**src/rtl/cwf_pkg.sv**
```systemverilog
// Package: shared types and helpers of the critical-word-first line fill block.
// Assumes four longwords per line, so the word offset is always two bits wide.
package cwf_pkg;
    localparam int WORDS_PER_LINE = 4;
    localparam int WOFS_W         = 2;

    typedef enum logic [2:0] {
        ST_IDLE,    // waiting for a core request
        ST_LOOK,    // tag compare of the captured request
        ST_REQ,     // memory request raised, waiting for grant
        ST_FILL,    // receiving four beats of a line fill
        ST_SINGLE,  // receiving the single beat of an inhibited read
        ST_COMMIT   // last word stored, tag and valid written next
    } fill_state_e;

    // Next word index of a wrapping fill.
    function automatic logic [WOFS_W-1:0] wrap_next(input logic [WOFS_W-1:0] w);
        return w + 2'd1;
    endfunction
endpackage

```
**src/rtl/cwf_tag_store.sv**
```systemverilog
// Module: valid and tag array of the direct-mapped cache.
// Assumes invalidate and commit never address the same line in one cycle.
// Reset clears every valid bit; tags are left as they are.
module cwf_tag_store #(
    parameter int IDX_W = 4,
    parameter int TAG_W = 24
) (
    input  logic             clk,
    input  logic             rst_n,
    input  logic             inval_en,
    input  logic [IDX_W-1:0] inval_idx,
    input  logic             commit_en,
    input  logic [IDX_W-1:0] commit_idx,
    input  logic [TAG_W-1:0] commit_tag,
    input  logic [IDX_W-1:0] look_idx,
    output logic             look_valid,
    output logic [TAG_W-1:0] look_tag
);
    localparam int LINES = 1 << IDX_W;

    logic [LINES-1:0] valid_q;
    logic [TAG_W-1:0] tag_q [LINES];

    for (genvar g = 0; g < LINES; g++) begin : g_line
        // Per-line valid bit: cleared by reset or invalidate, set by commit.
        always_ff @(posedge clk) begin
            if (!rst_n) begin
                valid_q[g] <= 1'b0;
            end else if (inval_en && inval_idx == IDX_W'(g)) begin
                valid_q[g] <= 1'b0;
            end else if (commit_en && commit_idx == IDX_W'(g)) begin
                valid_q[g] <= 1'b1;
            end
        end

        // Per-line tag register, loaded on commit.
        always_ff @(posedge clk) begin
            if (commit_en && commit_idx == IDX_W'(g)) begin
                tag_q[g] <= commit_tag;
            end
        end
    end

    // Combinational lookup of the addressed line.
    always_comb begin
        look_valid = valid_q[look_idx];
        look_tag   = tag_q[look_idx];
    end

    // a line is never valid in the cycle right after reset.
    assert_reset_clears_R9: assert property (@(posedge clk)
        $past(!rst_n) |-> valid_q == '0);
endmodule

```
**src/rtl/cwf_data_store.sv**
```systemverilog
// Module: longword data array, one write port and one combinational read port.
// Assumes contents need no reset, since valid bits gate every use.
module cwf_data_store #(
    parameter int IDX_W  = 4,
    parameter int DATA_W = 32
) (
    input  logic              clk,
    input  logic              wr_en,
    input  logic [IDX_W-1:0]  wr_idx,
    input  logic [1:0]        wr_word,
    input  logic [DATA_W-1:0] wr_data,
    input  logic [IDX_W-1:0]  rd_idx,
    input  logic [1:0]        rd_word,
    output logic [DATA_W-1:0] rd_data
);
    localparam int ENTRIES = (1 << IDX_W) * cwf_pkg::WORDS_PER_LINE;

    logic [DATA_W-1:0] mem_q [ENTRIES];

    // Store one longword per write strobe.
    always_ff @(posedge clk) begin
        if (wr_en) begin
            mem_q[{wr_idx, wr_word}] <= wr_data;
        end
    end

    // Read the addressed longword without a clock.
    assign rd_data = mem_q[{rd_idx, rd_word}];
endmodule

```
**src/rtl/cwf_fill_fsm.sv**
```systemverilog
// Module: request sequencer. It takes a core read, compares tags, answers hits,
// runs wrapping four-beat fills with the critical word forwarded, runs single
// inhibited reads, and drives the registered line write port.
// Assumes the memory returns burst beats in wrap order from mem_rd_addr.
module cwf_fill_fsm #(
    parameter int WADDR_W = 30,
    parameter int DATA_W  = 32,
    parameter int IDX_W   = 4,
    parameter int TAG_W   = WADDR_W - IDX_W - 2
) (
    input  logic               clk,
    input  logic               rst_n,
    input  logic               core_req,
    input  logic [WADDR_W-1:0] core_addr,
    input  logic               core_nocache,
    output logic               core_ready,
    output logic               core_rvalid,
    output logic [DATA_W-1:0]  core_rdata,
    output logic               mem_rd_req,
    output logic [WADDR_W-1:0] mem_rd_addr,
    output logic               mem_rd_burst,
    input  logic               mem_rd_gnt,
    input  logic               mem_rd_vld,
    input  logic [DATA_W-1:0]  mem_rd_data,
    output logic [IDX_W-1:0]   look_idx,
    output logic [1:0]         look_word,
    input  logic               look_valid,
    input  logic [TAG_W-1:0]   look_tag,
    input  logic [DATA_W-1:0]  cache_rdata,
    output logic               inval_en,
    output logic               lw_en,
    output logic [IDX_W-1:0]   lw_index,
    output logic [1:0]         lw_word,
    output logic [DATA_W-1:0]  lw_data,
    output logic               lw_commit,
    output logic [TAG_W-1:0]   lw_tag
);
    import cwf_pkg::*;

    fill_state_e        state_q;
    logic [WADDR_W-1:0] req_addr_q;
    logic               req_nc_q;
    logic [1:0]         beat_q;
    logic [1:0]         fill_word_q;

    logic [TAG_W-1:0]   req_tag;
    logic [IDX_W-1:0]   req_idx;
    logic [1:0]         req_word;
    logic               hit;

    // Split the captured longword address into tag, line and word.
    always_comb begin
        req_tag  = req_addr_q[WADDR_W-1 -: TAG_W];
        req_idx  = req_addr_q[IDX_W+1:2];
        req_word = req_addr_q[1:0];
        hit      = look_valid && (look_tag == req_tag);
    end

    // Drive the lookup, core handshake and memory request from the state.
    always_comb begin
        look_idx     = req_idx;
        look_word    = req_word;
        core_ready   = (state_q == ST_IDLE);
        mem_rd_req   = (state_q == ST_REQ);
        mem_rd_addr  = req_addr_q;
        mem_rd_burst = !req_nc_q;
        inval_en     = (state_q == ST_REQ) && mem_rd_gnt && !req_nc_q;
    end

    // Main sequencer with registered core response and line port.
    always_ff @(posedge clk) begin
        if (!rst_n) begin
            state_q     <= ST_IDLE;
            req_addr_q  <= '0;
            req_nc_q    <= 1'b0;
            beat_q      <= '0;
            fill_word_q <= '0;
            core_rvalid <= 1'b0;
            core_rdata  <= '0;
            lw_en       <= 1'b0;
            lw_index    <= '0;
            lw_word     <= '0;
            lw_data     <= '0;
            lw_commit   <= 1'b0;
            lw_tag      <= '0;
        end else begin
            core_rvalid <= 1'b0;
            lw_en       <= 1'b0;
            lw_commit   <= 1'b0;
            case (state_q)
                ST_IDLE: begin
                    if (core_req) begin
                        req_addr_q <= core_addr;
                        req_nc_q   <= core_nocache;
                        state_q    <= ST_LOOK;
                    end
                end
                ST_LOOK: begin
                    if (!req_nc_q && hit) begin
                        core_rvalid <= 1'b1;
                        core_rdata  <= cache_rdata;
                        state_q     <= ST_IDLE;
                    end else begin
                        state_q <= ST_REQ;
                    end
                end
                ST_REQ: begin
                    if (mem_rd_gnt) begin
                        beat_q      <= '0;
                        fill_word_q <= req_word;
                        state_q     <= req_nc_q ? ST_SINGLE : ST_FILL;
                    end
                end
                ST_FILL: begin
                    if (mem_rd_vld) begin
                        lw_en       <= 1'b1;
                        lw_index    <= req_idx;
                        lw_word     <= fill_word_q;
                        lw_data     <= mem_rd_data;
                        fill_word_q <= wrap_next(fill_word_q);
                        beat_q      <= beat_q + 2'd1;
                        if (beat_q == 2'd0) begin
                            core_rvalid <= 1'b1;
                            core_rdata  <= mem_rd_data;
                        end
                        if (beat_q == 2'd3) begin
                            state_q <= ST_COMMIT;
                        end
                    end
                end
                ST_SINGLE: begin
                    if (mem_rd_vld) begin
                        core_rvalid <= 1'b1;
                        core_rdata  <= mem_rd_data;
                        state_q     <= ST_IDLE;
                    end
                end
                ST_COMMIT: begin
                    lw_commit <= 1'b1;
                    lw_tag    <= req_tag;
                    state_q   <= ST_IDLE;
                end
                default: state_q <= ST_IDLE;
            endcase
        end
    end

    // Assertion helpers: line writes seen since the last commit, and the last word index.
    logic [2:0] wr_seen_q;
    logic [1:0] last_word_q;
    always_ff @(posedge clk) begin
        if (!rst_n) begin
            wr_seen_q   <= '0;
            last_word_q <= '0;
        end else begin
            wr_seen_q <= lw_commit ? 3'd0 : wr_seen_q + {2'b00, lw_en};
            if (lw_en) last_word_q <= lw_word;
        end
    end

    // the request is held with a steady address until granted.
    assert_req_hold_R10: assert property (@(posedge clk) disable iff (!rst_n)
        mem_rd_req && !mem_rd_gnt |=> mem_rd_req && $stable(mem_rd_addr));

    // a commit follows exactly four word writes.
    assert_commit_after_four_R5: assert property (@(posedge clk) disable iff (!rst_n)
        lw_commit |-> wr_seen_q == 3'd4);

    // the commit comes in the cycle right after the fourth write.
    assert_commit_timing_R5: assert property (@(posedge clk) disable iff (!rst_n)
        lw_en && wr_seen_q == 3'd3 |=> lw_commit);

    // every write after the first advances the word index by one, modulo 4.
    assert_wrap_order_R4: assert property (@(posedge clk) disable iff (!rst_n)
        lw_en && wr_seen_q != 3'd0 |-> lw_word == last_word_q + 2'd1);

    // the forwarded word is the first write of its fill.
    assert_first_word_R3: assert property (@(posedge clk) disable iff (!rst_n)
        core_rvalid && lw_en |-> wr_seen_q == 3'd0 && lw_word == req_word);

    // the core is held off while line words are being written.
    assert_stall_R8: assert property (@(posedge clk) disable iff (!rst_n)
        lw_en |-> !core_ready);

    // a single-beat request never leads to line writes.
    assert_no_alloc_R7: assert property (@(posedge clk) disable iff (!rst_n)
        mem_rd_req && !mem_rd_burst |=> !lw_en && !lw_commit);
endmodule

```
**src/rtl/cwf_line_fill.sv**
```systemverilog
// Module: top of the critical-word-first line fill controller.
// It joins the sequencer, the tag store and the data store. The line write port
// drives the internal data store and tag store and is also brought out.
// Assumes longword addresses and a memory that wraps bursts inside the line.
module cwf_line_fill #(
    parameter int WADDR_W = 30,
    parameter int DATA_W  = 32,
    parameter int IDX_W   = 4,
    localparam int TAG_W  = WADDR_W - IDX_W - 2
) (
    input  logic               clk,
    input  logic               rst_n,
    input  logic               core_req,
    input  logic [WADDR_W-1:0] core_addr,
    input  logic               core_nocache,
    output logic               core_ready,
    output logic               core_rvalid,
    output logic [DATA_W-1:0]  core_rdata,
    output logic               mem_rd_req,
    output logic [WADDR_W-1:0] mem_rd_addr,
    output logic               mem_rd_burst,
    input  logic               mem_rd_gnt,
    input  logic               mem_rd_vld,
    input  logic [DATA_W-1:0]  mem_rd_data,
    output logic               lw_en,
    output logic [IDX_W-1:0]   lw_index,
    output logic [1:0]         lw_word,
    output logic [DATA_W-1:0]  lw_data,
    output logic               lw_commit,
    output logic [TAG_W-1:0]   lw_tag
);
    logic [IDX_W-1:0]  look_idx;
    logic [1:0]        look_word;
    logic              look_valid;
    logic [TAG_W-1:0]  look_tag;
    logic [DATA_W-1:0] cache_rdata;
    logic              inval_en;

    cwf_fill_fsm #(
        .WADDR_W(WADDR_W), .DATA_W(DATA_W), .IDX_W(IDX_W), .TAG_W(TAG_W)
    ) i_fsm (
        .clk(clk), .rst_n(rst_n),
        .core_req(core_req), .core_addr(core_addr), .core_nocache(core_nocache),
        .core_ready(core_ready), .core_rvalid(core_rvalid), .core_rdata(core_rdata),
        .mem_rd_req(mem_rd_req), .mem_rd_addr(mem_rd_addr), .mem_rd_burst(mem_rd_burst),
        .mem_rd_gnt(mem_rd_gnt), .mem_rd_vld(mem_rd_vld), .mem_rd_data(mem_rd_data),
        .look_idx(look_idx), .look_word(look_word), .look_valid(look_valid),
        .look_tag(look_tag), .cache_rdata(cache_rdata), .inval_en(inval_en),
        .lw_en(lw_en), .lw_index(lw_index), .lw_word(lw_word), .lw_data(lw_data),
        .lw_commit(lw_commit), .lw_tag(lw_tag)
    );

    cwf_tag_store #(.IDX_W(IDX_W), .TAG_W(TAG_W)) i_tags (
        .clk(clk), .rst_n(rst_n),
        .inval_en(inval_en), .inval_idx(look_idx),
        .commit_en(lw_commit), .commit_idx(lw_index), .commit_tag(lw_tag),
        .look_idx(look_idx), .look_valid(look_valid), .look_tag(look_tag)
    );

    cwf_data_store #(.IDX_W(IDX_W), .DATA_W(DATA_W)) i_data (
        .clk(clk),
        .wr_en(lw_en), .wr_idx(lw_index), .wr_word(lw_word), .wr_data(lw_data),
        .rd_idx(look_idx), .rd_word(look_word), .rd_data(cache_rdata)
    );

    // a response that follows no memory beat is a hit, and no request is then pending.
    assert_hit_no_mem_R6: assert property (@(posedge clk) disable iff (!rst_n)
        core_rvalid && !$past(mem_rd_vld) |-> !mem_rd_req);
endmodule

```
**config.mk**
```make
export PLATFORM = sky130hd
export DESIGN_NAME = cwf_line_fill
export DESIGN_NICKNAME = d
export VERILOG_FILES = /design/src/rtl/cwf_pkg.sv /design/src/rtl/cwf_tag_store.sv /design/src/rtl/cwf_data_store.sv /design/src/rtl/cwf_fill_fsm.sv /design/src/rtl/cwf_line_fill.sv
export SDC_FILE = /design/constraint.sdc
export NUM_CORES = 2
export LEC_CHECK = 0
export BUFFER_PORTS_ARGS = -buffer_cell sky130_fd_sc_hd__buf_4
export CAP_MARGIN = 0
export CORE_ASPECT_RATIO = 0.9
export CORE_MARGIN = 4
export CORE_UTILIZATION = 60
export CTS_CLUSTER_DIAMETER = 30
export DETAILED_ROUTE_END_ITERATION = 7
export PLACE_DENSITY_LB_ADDON = 0.25
export SLEW_MARGIN = 15
export SYNTH_ARGS = -nofsm -noshare
export SYNTH_HDL_FRONTEND = slang
export SYNTH_SLANG_ARGS = --single-unit
```
**constraint.sdc**
```tcl
create_clock -name clk -period 4.2 [get_ports clk]
set_clock_uncertainty 0.1 [all_clocks]
set_input_delay 0.42 -clock clk [delete_from_list [all_inputs] [get_ports clk]]
set_output_delay 0.42 -clock clk [all_outputs]
set_load 0.1 [all_outputs]
```
# After elaboration in Yosys (flattened, before gate mapping)
# Memories as Yosys holds them, arrays and structs flattened. A register that Yosys moved wholly into a read port is not among the register bits.
# Index checks and enable logic that the tools add are counted.
dict set report classes {
  shift 0
  eq_ne 44
  n_lt_le_gt_ge 1
  reduce_logical 80
  multipliers 0
  n_addsub 2
  n_bitwise 1
  muxes 110
  div 0
}
# op n
set ops {}
lappend ops {{two-way mux 24 bit} 15}
lappend ops {{OR reduction 24 bit} 15}
lappend ops {{two-way mux 32 bit} 4}
lappend ops {{case mux 32 bit (3 select lines)} 1}
lappend ops {{two-way mux 4 bit} 17}
lappend ops {{equality test 4 bit (second input constant)} 16}
lappend ops {{two-way mux 1 bit} 55}
lappend ops {{logical AND 1 bit} 36}
lappend ops {{equality test 4 x 3 -> 1 bit (second input constant)} 8}
lappend ops {{OR reduction 2 bit} 16}
lappend ops {{equality test 24 bit} 1}
lappend ops {{two-way mux 3 bit} 6}
lappend ops {{equality test 4 x 2 -> 1 bit (second input constant)} 4}
lappend ops {{case mux 3 bit (5 select lines)} 1}
lappend ops {{two-way mux 6 bit} 2}
lappend ops {{two-way mux 2 bit} 5}
lappend ops {{AND reduction 5 bit} 2}
lappend ops {{equality test 4 x 1 -> 1 bit (second input constant)} 2}
lappend ops {{logical NOT 4 bit} 2}
lappend ops {{inequality test 2 x 1 -> 1 bit (second input constant)} 4}
lappend ops {{case mux 2 bit (2 select lines)} 2}
lappend ops {{equality test 3 x 2 -> 1 bit (second input constant)} 2}
lappend ops {{equality test 3 bit (second input constant)} 2}
lappend ops {{inequality test 2 bit (second input constant)} 3}
lappend ops {{other kinds (14)} 17}
dict set report totals {
  reg_bits 151
  latchBits 0
  input_bits 68
  mem_count 2
  out_inout_bits 130
  mem_bits_rw 2432
  mem_bits_ro 0
}
# name depth word_bits rd rd_ports_with_merged_regs wr line_no
set memory_table {}
lappend memory_table {i_data.mem_q 64 32 1 1 1 cwf_data_store.sv:18} ;# logic [DATA_W-1:0] mem_q [ENTRIES];
lappend memory_table {i_tags.tag_q 16 24 1 1 1 cwf_tag_store.sv:22} ;# logic [TAG_W-1:0] tag_q [LINES];

# Logic depth before layout (Yosys ltp)
dict set report logic_depth {
  word_depth 20
  depth_mapped 15
  mapped_depth_nobuf 9
}

# Modules after synthesis
# Synthesis repeated with hierarchy kept, for this count alone.
dict set report unflattened {
  hier_cells 4842
  area_unflattened_um2 99505.4
}
# module n_inst area_per_inst_um2 cells_each seq_area_each_um2
set modules_own_cells {}
lappend modules_own_cells {cwf_data_store 1 78398.9 3479 61499.0}
lappend modules_own_cells {cwf_tag_store 1 15140.8 665 11851.4}
lappend modules_own_cells {cwf_fill_fsm 1 5965.7 698 2702.6}

# Worst setup path after synthesis
# Ideal clock, no wire load.
dict set report synth_path {
  path_kind {flip-flop to flip-flop}
  from {reg i_fsm.state_q[1]}
  to {reg with a tool-made name}
  t_required_ns 4.013
  n_path_buf 3
  setup_slack_ns 0.395
  path_stages_with_launch 8
  arrival_time_ns 3.618
  path_cell_list {dfxtp_1 -> clkbuf_1 -> nor3_1 -> and2_1 -> clkbuf_1 -> clkbuf_1 -> nand2_1 -> a21boi_0}
}
# item line_no
set synth_lines {}
lappend synth_lines {{start, declared} cwf_fill_fsm.sv:40} ;# fill_state_e state_q;
lappend synth_lines {{start signal, assigned} cwf_fill_fsm.sv:111} ;# state_q <= req_nc_q ? ST_SINGLE : ST_FILL;

==> impl_summary.txt <==
----------------------------------------------------
[Run status]
  Status ... finished, final reports clean

[Timing]
  Unrepaired setup endpoints after global routing ... false
  Max Clock Freq ... 253 MHz
  Share of the cycle needed by the critical path after routing ... 0.939
  Hold violation total from the final report ... 0
  Minimum setup slack in the final design ... 255 ps
  Setup violators final ... 0
  Max-Slew Margin vs Limit ... 0.198
  Setup TNS ... 0 ps
  Least-Margin Pin Slew ... 1200 ps
  Final min period ... 3950 ps
  Number of max-slew violations in the final report ... 0
  Worst hold slack ... 98.3 ps

[Synthesis]
  Sequential share of the synthesized area ... 0.767
  Average cell area after synthesis ... 22.2 sq um
  Number of nets produced by synthesis ... 4556
  Number of synthesis warnings ... 0
  Most used flip-flop cell after synthesis ... edfxtp_1
  Number of instances in the synthesized netlist ... 4486
  Unique cell type count in the Yosys netlist ... 55
  Seq cells post-synth ... 2589
  Area of the mapped netlist ... 99400 sq um
  Count of flip-flops with a built-in enable after synthesis ... 2432
  Fraction of registers with async set or reset after synthesis ... 0

[Cells and area]
  Synthesis-to-finish area growth ... 22.8%
  Total of fill cells in the finished design ... 8573
  Post-route core utilization ... 0.742
  Share of post-route cells with drive strength above 1 ... 0.376
  Layout Nets ... 5289
  Final standard cell count with taps included and fillers excluded ... 7807

[Clocking]
  Root buffer cell ... clkbuf_16
  Count of instances resized after the clock tree is built ... 0
  Worst-Skew Late Latency ... 980 ps
  Num Clock Sinks ... 2589
  TritonCTS clock tree ... built
  Max Root-Sink Buffers ... 4
  Count of H-tree levels built during CTS ... 5
  TritonCTS Buffers ... 441
  CTS clock-pin slew for the worst setup and hold paths ... 50 ps

[Drt]
  Total wirelength of the detailed-routed design ... 293 mm
  First-pass detailed-route iteration total ... 6
  DRT iter0 DRCs ... 8632
  Drc violations ... 0
  DR vias/cell ... 6.88
  Routed length per placed instance ... 37.6 um
  Vias ... 53800
  Post-DRT Antenna Nets ... 0

[GRT]
  Via count of the first global-routing pass ... 55300
  Initial antenna violation count ... 11
  Remaining global-route overflow ... 0
  Wire length of the first global-routing pass ... 417 mm
  GRT Overall Usage ... 0.345
  Pin count of the biggest net entering global routing ... 128

[Worst setup path]
  Crit Path Max Fanout ... 29
  Startpoint kind of the worst setup timing path ... flop
  Kind of critical path ... flop to flop
  Critical Path Sink Type ... flop
  Data required, critical path ... 4980 ps
  CP max stage cell ... dfxtp_4
  Ordered cell list for the critical path ... buf_4, mux4_2, nand2_1, nand2_1, xnor2_1, a31oi_1, or4_1, nor4_4, a21oi_4, buf_12, mux2i_1
  Most Frequent Cell on Critical Path ... nand2_1
  Slowest Stage Delay on Critical Path ... 700 ps
  Arrival @ worst endpoint ... 4720 ps

[Die]
  Number of rows created at floorplan ... 141
  Area of the core region ... 164000 sq um
  Overall die height ... 394 um
  Die ar. ... 172000 sq um
  Chip width ... 437 um
  Starting Density ... 0.604
  I/O pin cnt ... 198

[Job]
  Maximum capacitance violations ... 0

[Placed design]
  Total of buffers placed on input and output ports ... 197
  Estimated wirelength of the detail-placed design ... 147 mm
  Cell Count Post-Placement ... 6893
  Routability congestion estimate ... 0.833
  Post-Place Worst Slack ... 340 ps

[Power and ir drop]
  Peak ir drop on the vdd network ... 0.502 mV
  Leakage Power ... 41.7 nW
  Areal power density over the cells ... 608 nW/um^2

[Worst hold path]
  Kind of path behind the tightest hold check ... input port to flop

----------------------------------------------------
## report_power, final
part / switching [mW] / internal (mW) / total (mW) / leakage (nW)
sequential: 0.481 / 28.3 / 28.8 / 25.4
clock: 13.0 / 23.7 / 36.7 / 7.33
combinational: 4.86 / 3.75 / 8.61 / 8.95
## layer usage
layer / wire, um / part of all wire / track usage / vias to the layer above
met5: 84 / 0.00029 / 0 / -
met2: 143000 / 0.49 / 0.546 / 4272
li1: - / - / - / 20400
met1: 99200 / 0.34 / 0.457 / 28200
met3: 34200 / 0.12 / 0.0848 / 925
met4: 16500 / 0.056 / 0.166 / 12
## placed cells by master, fill, tap and decap left out, types with 8 or more instances in the layout
master / instances
a21boi_0: 94
a21oi_1: 27
and2_1: 8
buf_12: 62
buf_4: 380
bufinv_16: 67
clkbuf_1: 31
clkbuf_16: 445
clkinv_1: 47
clkinv_2: 53
clkinv_4: 48
clkinvlp_4: 44
dfxtp_1: 119
dfxtp_2: 31
dlygate4sd3_1: 99
edfxtp_1: 2432
inv_6: 58
inv_8: 9
mux2_2: 45
mux2i_1: 114
mux4_2: 735
nand2_1: 309
nand2b_1: 8
nand3_1: 15
nor2_1: 25
nor2_4: 80
nor2b_1: 8
nor3_1: 8
o21ai_0: 40
o221a_2: 17
o22ai_1: 9
xnor2_1: 25
## sequential cells by signal, indices dropped and copies added, names as in the netlist, 2 cells and up, named ones only
name	flops
i_fsm.state_q	3
i_tags.valid_q	16
i_fsm.lw_word	2
i_fsm.mem_rd_addr	30
i_fsm.lw_index	4
i_fsm.lw_data	32
i_fsm.core_rdata	32
i_fsm.beat_q	2
i_fsm.fill_word_q	2
i_tags.tag_q	384
i_data.mem_q	2048
i_fsm.lw_tag	24
## final cells by class
cell class,instances,area (sq um),area share
Antenna cell,6,15.0,0.000123
Timing Repair Buffer,542,5100,0.0418
Multi-Input combinational cell,1635,22700,0.186
Clock buffer,481,11300,0.0928
Tap cell,2216,2770,0.0227
Clock inverter,328,3860,0.0316
Inverter,10,45.0,0.000369
Sequential cell,2589,76200,0.625
## metrics by stage
stage,instance area (sq um),total power [mW]
finish,122000,74.2
global route,122000,76.1
CTS,122000,74.3
detailed placement,106000,37.5
global placement,106000,37.4
floorplan,99400,35.0
## critical path, delay by kind of cell, from the launching register on
| kind | cells | cell delay (ps) |
|---|---|---|
| AO/OA/AOI/OAI | 2 | 250 |
| XOR/XNOR | 1 | 180 |
| buffers and inverters | 2 | 510 |
| flip-flops | 1 | 700 |
| multiplexers | 2 | 770 |
| AND/OR/NAND/NOR | 4 | 1290 |
## logic make-up after synthesis
family,after synthesis,share of synthesized area
simple gates,494,0.0207
buf+inv,262,0.0115
compound gates,215,0.0152
flops,2589,0.767
mux,894,0.183
fa+ha+maj,2,0.000252
xor+xnor,30,0.00264
## synthesized netlist by cell type (all sizes together) (2+ instances only)
cell | count | share of area
a2111oi | 2 | 0.00018
a211o | 2 | 0.00018
a21boi | 94 | 0.0071
a21oi | 28 | 0.0014
a221oi | 4 | 0.00035
a31oi | 5 | 0.00031
and2 | 8 | 0.00050
and3 | 2 | 0.00013
buf | 105 | 0.0055
clkbuf | 147 | 0.0056
dfxtp | 157 | 0.032
edfxtp | 2432 | 0.73
ha | 2 | 0.00025
inv | 9 | 0.00034
mux2 | 45 | 0.0051
mux2i | 114 | 0.011
mux4 | 735 | 0.17
nand2 | 310 | 0.012
nand2b | 8 | 0.00050
nand3 | 16 | 0.00081
nand3b | 3 | 0.00023
nand4 | 7 | 0.00044
nor2 | 105 | 0.0040
nor2b | 8 | 0.00050
nor3 | 8 | 0.00040
nor3b | 2 | 0.00015
nor4 | 2 | 0.00028
o211ai | 3 | 0.00023
o21ai | 40 | 0.0020
o221a | 17 | 0.0019
o22ai | 9 | 0.00057
o31ai | 4 | 0.00030
or2 | 2 | 0.00013
or3 | 6 | 0.00038
or3b | 2 | 0.00018
or4 | 3 | 0.00026
xnor2 | 25 | 0.0022
xor2 | 5 | 0.00044
## timing repair
action	CTS	global route
endpoints found under the hold margin	140	0
buffers inserted	0	0
hold buffers	99	0
## final timing paths
check,cells after the start,endpoint,slack (ps),start
worst max-delay path,11,i_fsm.core_rdata[11]$_SDFFE_PN0P_,250,flop
worst min-delay path,5,flop,100,core_req
worst max register to register,11,i_fsm.core_rdata[11]$_SDFFE_PN0P_,250,flop
worst min register to register,2,i_fsm.core_rdata[27]$_SDFFE_PN0P_,360,i_fsm.core_rdata[27]$_SDFFE_PN0P_
No activity file was read; power rests on OpenSTA's default activity.
